<file path="config.mk">
export PLATFORM = sky130hd
export DESIGN_NAME = cpu8_core
export DESIGN_NICKNAME = d
export VERILOG_FILES = /design/src/rtl/cpu8_pkg.sv /design/src/rtl/cpu8_mem.sv /design/src/rtl/cpu8_ctrl.sv /design/src/rtl/cpu8_datapath.sv /design/src/rtl/cpu8_core.sv
export SDC_FILE = /design/constraint.sdc
export NUM_CORES = 1
export LEC_CHECK = 0
export BUFFER_PORTS_ARGS = -buffer_cell sky130_fd_sc_hd__buf_4
export CAP_MARGIN = 20
export CORE_ASPECT_RATIO = 0.7
export CORE_UTILIZATION = 50
export CTS_BUF_LIST = sky130_fd_sc_hd__clkbuf_16
export DETAILED_ROUTE_END_ITERATION = 8
export PLACE_DENSITY_LB_ADDON = 0.08
export RECOVER_POWER = 50
export SLEW_MARGIN = 20
export SYNTH_ARGS = -nofsm -noshare
export SYNTH_HDL_FRONTEND = slang
export SYNTH_SLANG_ARGS = --single-unit
export TNS_END_PERCENT = 10
</file>
<file path="constraint.sdc">
create_clock -name clk -period 3.77 [get_ports clk]
set_input_delay 0.754 -clock clk [delete_from_list [all_inputs] [get_ports clk]]
set_output_delay 0.754 -clock clk [all_outputs]
set_load 0.01 [all_outputs]
</file>
<file path="src/rtl/cpu8_pkg.sv">
package cpu8_pkg;
  localparam int unsigned DW = 8;
  localparam int unsigned AW = 4;
  localparam int unsigned OPW = DW - AW;

  localparam logic [OPW-1:0] OPC_LOADA = 4'b1000;
  localparam logic [OPW-1:0] OPC_LOADB = 4'b0100;
  localparam logic [OPW-1:0] OPC_SUM   = 4'b0010;
  localparam logic [OPW-1:0] OPC_DIFF  = 4'b0001;
  localparam logic [OPW-1:0] OPC_GOTO  = 4'b1001;
  localparam logic [OPW-1:0] OPC_STOP  = 4'b1111;
  localparam logic [OPW-1:0] OPC_STORE = 4'b1010;
  localparam logic [OPW-1:0] OPC_SHOWA = 4'b1011;
  localparam logic [OPW-1:0] OPC_SHOWB = 4'b1101;
  localparam logic [OPW-1:0] OPC_BEQ   = 4'b0101;
  localparam logic [OPW-1:0] OPC_BGT   = 4'b0111;
  localparam logic [OPW-1:0] OPC_BLT   = 4'b0011;

  typedef enum logic [2:0] {
    ST_FETCH,
    ST_DECODE,
    ST_EXEC,
    ST_LOAD,
    ST_HALT
  } state_t;

  function automatic logic [DW-1:0] alu_sum(input logic [DW-1:0] x, input logic [DW-1:0] y);
    return x + y;
  endfunction

  function automatic logic [DW-1:0] alu_diff(input logic [DW-1:0] x, input logic [DW-1:0] y);
    return x - y;
  endfunction

  function automatic logic branch_taken(input logic [OPW-1:0] op,
                                        input logic [DW-1:0] x, input logic [DW-1:0] y);
    case (op)
      OPC_BEQ: return x == y;
      OPC_BGT: return x > y;
      OPC_BLT: return x < y;
      default: return 1'b0;
    endcase
  endfunction
endpackage

</file>
<file path="src/rtl/cpu8_mem.sv">
module cpu8_mem
  import cpu8_pkg::*;
#(
  parameter int unsigned WIDTH = DW,
  parameter int unsigned ABITS = AW
) (
  input  logic             clk,
  input  logic [ABITS-1:0] addr,
  input  logic             core_we,
  input  logic [WIDTH-1:0] core_wdata,
  input  logic             pre_we,
  input  logic [ABITS-1:0] pre_addr,
  input  logic [WIDTH-1:0] pre_data,
  output logic [WIDTH-1:0] rdata
);
  localparam int unsigned DEPTH = 1 << ABITS;

  logic [WIDTH-1:0] cells [DEPTH];

  // preload port wins over a core write in the same cycle
  always_ff @(posedge clk) begin
    if (pre_we) begin
      cells[pre_addr] <= pre_data;
    end else if (core_we) begin
      cells[addr] <= core_wdata;
    end
    rdata <= cells[addr];
  end
endmodule

</file>
<file path="src/rtl/cpu8_ctrl.sv">
module cpu8_ctrl
  import cpu8_pkg::*;
(
  input  logic           clk,
  input  logic           rst,
  input  logic [OPW-1:0] ir_op,
  input  logic [DW-1:0]  reg_a,
  input  logic [DW-1:0]  reg_b,
  output logic           addr_sel_pc,
  output logic           ir_load,
  output logic           pc_inc,
  output logic           pc_jump,
  output logic           mem_we,
  output logic           load_a,
  output logic           load_b,
  output logic           acc_sum,
  output logic           acc_diff,
  output logic           show_a,
  output logic           show_b,
  output logic           halted
);
  state_t state, state_nx;

  logic in_exec, in_load;
  logic is_loada, is_loadb, is_mem_load, is_goto, is_stop, is_cond, cond_ok;

  assign in_exec     = (state == ST_EXEC);
  assign in_load     = (state == ST_LOAD);
  assign is_loada    = (ir_op == OPC_LOADA);
  assign is_loadb    = (ir_op == OPC_LOADB);
  assign is_mem_load = is_loada | is_loadb;
  assign is_goto     = (ir_op == OPC_GOTO);
  assign is_stop     = (ir_op == OPC_STOP);
  assign is_cond     = (ir_op == OPC_BEQ) | (ir_op == OPC_BGT) | (ir_op == OPC_BLT);
  assign cond_ok     = branch_taken(ir_op, reg_a, reg_b);

  always_comb begin
    state_nx = state;
    case (state)
      ST_FETCH:  state_nx = ST_DECODE;
      ST_DECODE: state_nx = ST_EXEC;
      ST_EXEC: begin
        if (is_stop)          state_nx = ST_HALT;
        else if (is_mem_load) state_nx = ST_LOAD;
        else                  state_nx = ST_FETCH;
      end
      ST_LOAD:   state_nx = ST_FETCH;
      ST_HALT:   state_nx = ST_HALT;
      default:   state_nx = ST_FETCH;
    endcase
  end

  always_ff @(posedge clk) begin
    if (rst) state <= ST_FETCH;
    else     state <= state_nx;
  end

  assign addr_sel_pc = (state == ST_FETCH);
  assign ir_load     = (state == ST_DECODE);
  assign pc_inc      = (state == ST_DECODE);
  assign pc_jump     = in_exec & (is_goto | (is_cond & cond_ok));
  assign mem_we      = in_exec & (ir_op == OPC_STORE);
  assign load_a      = in_load & is_loada;
  assign load_b      = in_load & is_loadb;
  assign acc_sum     = in_exec & (ir_op == OPC_SUM);
  assign acc_diff    = in_exec & (ir_op == OPC_DIFF);
  assign show_a      = in_exec & (ir_op == OPC_SHOWA);
  assign show_b      = in_exec & (ir_op == OPC_SHOWB);
  assign halted      = (state == ST_HALT);

  // once stopped, the core stays stopped until reset
  a_r8_halt_sticky: assert property (@(posedge clk) disable iff (rst)
    halted |=> halted);

  // a jump only happens in the cycle right after decode
  a_r6_jump_after_decode: assert property (@(posedge clk) disable iff (rst)
    pc_jump |-> $past(ir_load));

  // the extra load cycle is always followed by a fetch
  a_r9_load_then_fetch: assert property (@(posedge clk) disable iff (rst)
    in_load |=> addr_sel_pc);
endmodule

</file>
<file path="src/rtl/cpu8_datapath.sv">
module cpu8_datapath
  import cpu8_pkg::*;
(
  input  logic          clk,
  input  logic          rst,
  input  logic [DW-1:0] rdata,
  input  logic          ir_load,
  input  logic          pc_inc,
  input  logic          pc_jump,
  input  logic          load_a,
  input  logic          load_b,
  input  logic          acc_sum,
  input  logic          acc_diff,
  input  logic          show_a,
  input  logic          show_b,
  input  logic          halted,
  output logic [AW-1:0] pc,
  output logic [DW-1:0] ir,
  output logic [DW-1:0] reg_a,
  output logic [DW-1:0] reg_b,
  output logic [DW-1:0] acc,
  output logic [DW-1:0] out_data,
  output logic          out_valid
);
  always_ff @(posedge clk) begin
    if (rst) begin
      pc    <= '0;
      ir    <= '0;
      reg_a <= '0;
      reg_b <= '0;
      acc   <= '0;
    end else begin
      if (ir_load) ir <= rdata;
      if (pc_jump)     pc <= ir[AW-1:0];
      else if (pc_inc) pc <= pc + 1'b1;
      if (load_a) reg_a <= rdata;
      if (load_b) reg_b <= rdata;
      if (acc_sum)       acc <= alu_sum(reg_a, reg_b);
      else if (acc_diff) acc <= alu_diff(reg_a, reg_b);
    end
  end

  assign out_valid = show_a | show_b;
  assign out_data  = show_a ? reg_a : (show_b ? reg_b : '0);

  // decode advances the counter by one, wrapping at the top
  a_r9_pc_step: assert property (@(posedge clk) disable iff (rst)
    ir_load |=> pc == AW'($past(pc) + 1'b1));

  // nothing moves while stopped
  a_r8_frozen: assert property (@(posedge clk) disable iff (rst)
    halted |=> ($stable(pc) && $stable(reg_a) && $stable(reg_b) && $stable(acc)));

  // no strobe while stopped, and the bus is quiet without a strobe
  a_r7_no_strobe_halted: assert property (@(posedge clk) disable iff (rst)
    halted |-> !out_valid);
  a_r7_quiet_bus: assert property (@(posedge clk) disable iff (rst)
    !out_valid |-> out_data == '0);
endmodule

</file>
<file path="src/rtl/cpu8_core.sv">
module cpu8_core
  import cpu8_pkg::*;
(
  input  logic          clk,
  input  logic          rst,
  input  logic          pre_we,
  input  logic [3:0]    pre_addr,
  input  logic [7:0]    pre_data,
  output logic [7:0]    out_data,
  output logic          out_valid,
  output logic          halted
);
  logic          addr_sel_pc, ir_load, pc_inc, pc_jump, mem_we;
  logic          load_a, load_b, acc_sum, acc_diff, show_a, show_b;
  logic [AW-1:0] pc, mem_addr;
  logic [DW-1:0] ir, reg_a, reg_b, acc, rdata;

  // operand address comes from the low field of the instruction byte
  assign mem_addr = addr_sel_pc ? pc : ir[AW-1:0];

  cpu8_mem #(.WIDTH(DW), .ABITS(AW)) u_mem (
    .clk        (clk),
    .addr       (mem_addr),
    .core_we    (mem_we),
    .core_wdata (acc),
    .pre_we     (pre_we),
    .pre_addr   (pre_addr),
    .pre_data   (pre_data),
    .rdata      (rdata)
  );

  cpu8_ctrl u_ctrl (
    .clk         (clk),
    .rst         (rst),
    .ir_op       (ir[DW-1:AW]),
    .reg_a       (reg_a),
    .reg_b       (reg_b),
    .addr_sel_pc (addr_sel_pc),
    .ir_load     (ir_load),
    .pc_inc      (pc_inc),
    .pc_jump     (pc_jump),
    .mem_we      (mem_we),
    .load_a      (load_a),
    .load_b      (load_b),
    .acc_sum     (acc_sum),
    .acc_diff    (acc_diff),
    .show_a      (show_a),
    .show_b      (show_b),
    .halted      (halted)
  );

  cpu8_datapath u_dp (
    .clk       (clk),
    .rst       (rst),
    .rdata     (rdata),
    .ir_load   (ir_load),
    .pc_inc    (pc_inc),
    .pc_jump   (pc_jump),
    .load_a    (load_a),
    .load_b    (load_b),
    .acc_sum   (acc_sum),
    .acc_diff  (acc_diff),
    .show_a    (show_a),
    .show_b    (show_b),
    .halted    (halted),
    .pc        (pc),
    .ir        (ir),
    .reg_a     (reg_a),
    .reg_b     (reg_b),
    .acc       (acc),
    .out_data  (out_data),
    .out_valid (out_valid)
  );

  // memory is written only by a store, never during fetch
  a_r4_store_not_fetch: assert property (@(posedge clk) disable iff (rst)
    mem_we |-> !addr_sel_pc);
endmodule

</file>
==> flow_metrics.py <==
metrics = {
    "floorplan": {
        "core_mm2": 0.01545,
        "dieArea_mm2": 0.01630,
        "die_w_um": 152.2,
        "start_util": 0.5108,
        "placement_rows": 38,
        "io_pins": 25,
        "die_h_um": 107.1,
    },
    "finish": {
        "nets": 699,
        "syn_to_final_growth_pct": 11.30,
        "antennaDiodeCount": 0,
        "n_fill_cell": 1271,
        "layout-drive-gt1-share": 0.1119,
    },
    "clock_tree": {
        "cts_tree": "yes",
        "clk_root_buffer_cell": "clkbuf_16",
        "insertion_delay_ps": 430,
        "cts_made_buffers": 17,
        "path_clk_slew_ps": 70,
        "hold_buffers": 0,
        "cts_resized": 0,
        "htree_num_levels": 4,
        "postCtsSetupBuffers": 0,
        "clockBufferDepth": 2,
        "cts.sinks": 175,
    },
    "setup_path": {
        "critical_path.cell_chain": "nor3b_1 > nand2_1 > nor3_2 > nor3b_1 > a31oi_1 > nor2_1",
        "crit_path_end_kind": "flip-flop",
        "r2r_setup_slack_ps": 430,
        "crit_top_cell": "nor3b_1",
        "path_depth": 6,
        "path_delay_family": "simple AND/OR/NAND/NOR gates",
        "worst-path-buf-inv": 0,
        "startpoint": "u_ctrl.state[1]",
        "r2r_cells": 6,
        "cp-start-kind": "flip-flop",
        "required_ps": 3820,
        "timing.rr.end": "u_mem.cells[2][7]",
        "critPathSlowestCell": "nor2_1",
        "cp_slowest_stage_delay_ps": 690,
        "crit_arrival_ps": 3390,
        "r2r-start": "u_ctrl.state[1]",
        "crit_fanout": 11,
        "critPathKind": "flip-flop to flip-flop",
    },
    "logic_synthesis": {
        "yosysSeqAreaShare": 0.6062,
        "synth_area_per_cell_um2": 12.18,
        "synth_top_area_cell": "edfxtp_1",
        "synth_nets": 681,
        "yosys-top-cells-area": "edfxtp_1 49%, dfxtp_1 12%, mux2i_1 9.0%",
        "synth_ff_type": "edfxtp_1",
        "synth-async-reset-ratio": 0,
        "ys_ff_latch": 175,
        "synth_edf_count": 128,
        "ys_types": 54,
        "synth_common_cells": "128 x edfxtp_1, 77 x nand2_1, 71 x mux2i_1, 68 x nor2_1, 47 x dfxtp_1",
        "synth_top_area_share": 0.4870,
        "synthesis.area_mm2": 0.007893,
        "yosysMostFrequentCell": "edfxtp_1",
        "yosysWarnings": 0,
        "synth_cells": 648,
    },
    "placement": {
        "hpwlAfterDp_mm": 13.15,
        "pre_cts_slack_ps": 589.4,
        "gp_congestion": 0.9485,
        "io_buffers": 24,
    },
    "run": {
        "drv_cap": 0,
    },
    "min_path": {
        "holdPathEnd": "u_dp.acc[2]",
        "hp-start": "u_dp.acc[2]",
        "min_path_cells": 2,
        "hp-class": "flip-flop to flip-flop",
    },
    "drt": {
        "drt_iter0_drc": 512,
        "drt_first_pass_iters": 5,
        "wl_per_cell_um": 21.10,
        "drc_errors": 0,
        "vias_per_cell": 5.890,
        "num_vias": 5177,
        "drtAntennaViolNets": 0,
        "drt_wl_total_mm": 18.55,
    },
    "timing": {
        "fin_crit_sh": 0.8850,
        "rsz0062_at_grt": "false",
        "worst_slack_ps": 433.7,
        "max_freq_mhz": 299.7,
        "setup_tns_ps": 0,
        "post-route-min-period_ps": 3336,
        "setup_viol": 0,
        "skew_ps": 8.940,
        "finalHoldViolations": 0,
        "finalMaxSlewViolations": 0,
        "max_slew_margin": 0.3397,
        "worst_pin_slew_ps": 989.9,
    },
    "power_and_ir_drop": {
        "ir_drop_v": 0.0003330,
        "internal_power_uw": 3210,
        "power_frac_comb": 0.101,
        "p_sw_uw": 1070,
        "pwr_density_cell_mw_per_mm2": 487.2,
        "power_leakage_uw": 0.003125,
        "seqPwrFrac": 0.509,
        "p_sw_frac": 0.2500,
        "clkPwrFrac": 0.390,
    },
    "global_routing": {
        "overflow": 0,
        "grt_first_pass_wirelength_mm": 28.20,
        "grt_util_all_layers": 0.2394,
        "antenna_found_initial": 0,
        "grt_max_degree": 51,
        "first_global_vias": 4707,
    },
    "status": {
        "status": "finished clean",
    },
}
==> layout make-up <==
cell class	count	area, um2	area share
well taps	200	250.2	0.02849
inverters	19	71.32	0.008118
flip-flops and latches	175	4785	0.5447
repair buffers	33	236.5	0.02692
clock buffers	17	425.4	0.04843
multi-input cells	420	2882	0.3280
clock inverters	15	135.1	0.01538
==> cell families after synthesis <==
kind of cell / count (synthesis) / share of synthesized area
AOI/OAI and AO/OA: 84 / 0.06817
xor gates and xnor gates: 8 / 0.008878
adders and majority gates: 18 / 0.03044
buffers and inverters: 53 / 0.03028
DFF: 175 / 0.6062
muxes: 89 / 0.1276
and+or+nand+nor: 221 / 0.1284
==> flip-flops by register name, indices dropped and copies added, names as in the netlist <==
signal	cells
u_dp.pc	4
u_dp.ir	8
u_ctrl.state	3
u_mem.cells	128
u_dp.acc	8
u_dp.reg_b	8
u_mem.rdata	8
u_dp.reg_a	8
==> routing by layer <==
metal	global-route usage	routed length, um
met3	0.05133	1269
met2	0.3002	7126
met4	0.07070	223
met5	0	32
met1	0.3975	9893
==> power by group through the flow <==
stage / registers [uW] / clock network [uW] / logic [uW]
2_1_floorplan: 2190 / 0 / 330
3_3_place_gp: 2220 / 0 / 423
3_5_place_dp: 2220 / 0 / 429
4_1_cts: 2180 / 1690 / 431
5_1_grt: 2190 / 1760 / 464
6_report: 2180 / 1670 / 432
==> how the worst max path moves through the flow <==
stage / end
3_3_place_gp: u_mem.cells[7][4]
3_5_place_dp: u_mem.cells[2][5]
5_1_grt: u_mem.cells[7][0]
2_1_floorplan: u_mem.cells[0][0]
6_report: u_mem.cells[2][7]
4_1_cts: out_data[0]
==> worst reg2reg max path: stages, from the launching register on <==
cell     delay (ps)
dfxtp_1         490
nor3b_1         540
nand2_1         220
nor3_2          590
nor3b_1         280
a31oi_1         140
nor2_1          700
==> cell usage in the layout, fill, tap and decap left out, drive strengths merged, types with 2 or more instances in the layout <==
cell type    n
a31oi        8
nand2       77
nand3       32
or2          2
o21ai        9
o21bai       2
nor3b        7
xnor2        5
buf         30
mux2        10
dfxtp       47
nor2        68
xor2         3
nand2b       3
nor3         6
fa           2
o21a         2
and3b        2
a311oi       2
nor2b        6
a21oi       31
clkinv       7
a2111oi      2
edfxtp     128
and2         2
o211ai       2
or3          2
mux2i       71
inv         24
clkbuf      20
clkinvlp     2
o311ai       2
or4b         2
ha          16
a211oi      18
mux4         8
nand4        6
==> stage by stage <==
| stage | utilization | instances | total power [uW] | cell area [um2] | hold WS (ps) |
|---|---|---|---|---|---|
| floorplan | - | 648 | 2520 | 7893 | 446.9 |
| global route | 0.5685 | 879 | 4414 | 8785 | 534.5 |
| global placement | 0.5330 | 847 | 2644 | 8235 | 488.9 |
| finish | 0.5685 | 879 | 4280 | 8785 | 508.7 |
| detailed placement | 0.5330 | 847 | 2650 | 8235 | 487.9 |
| CTS | 0.5692 | 879 | 4298 | 8796 | 509.3 |
Note: power is estimated with default switching activity, not from simulation.
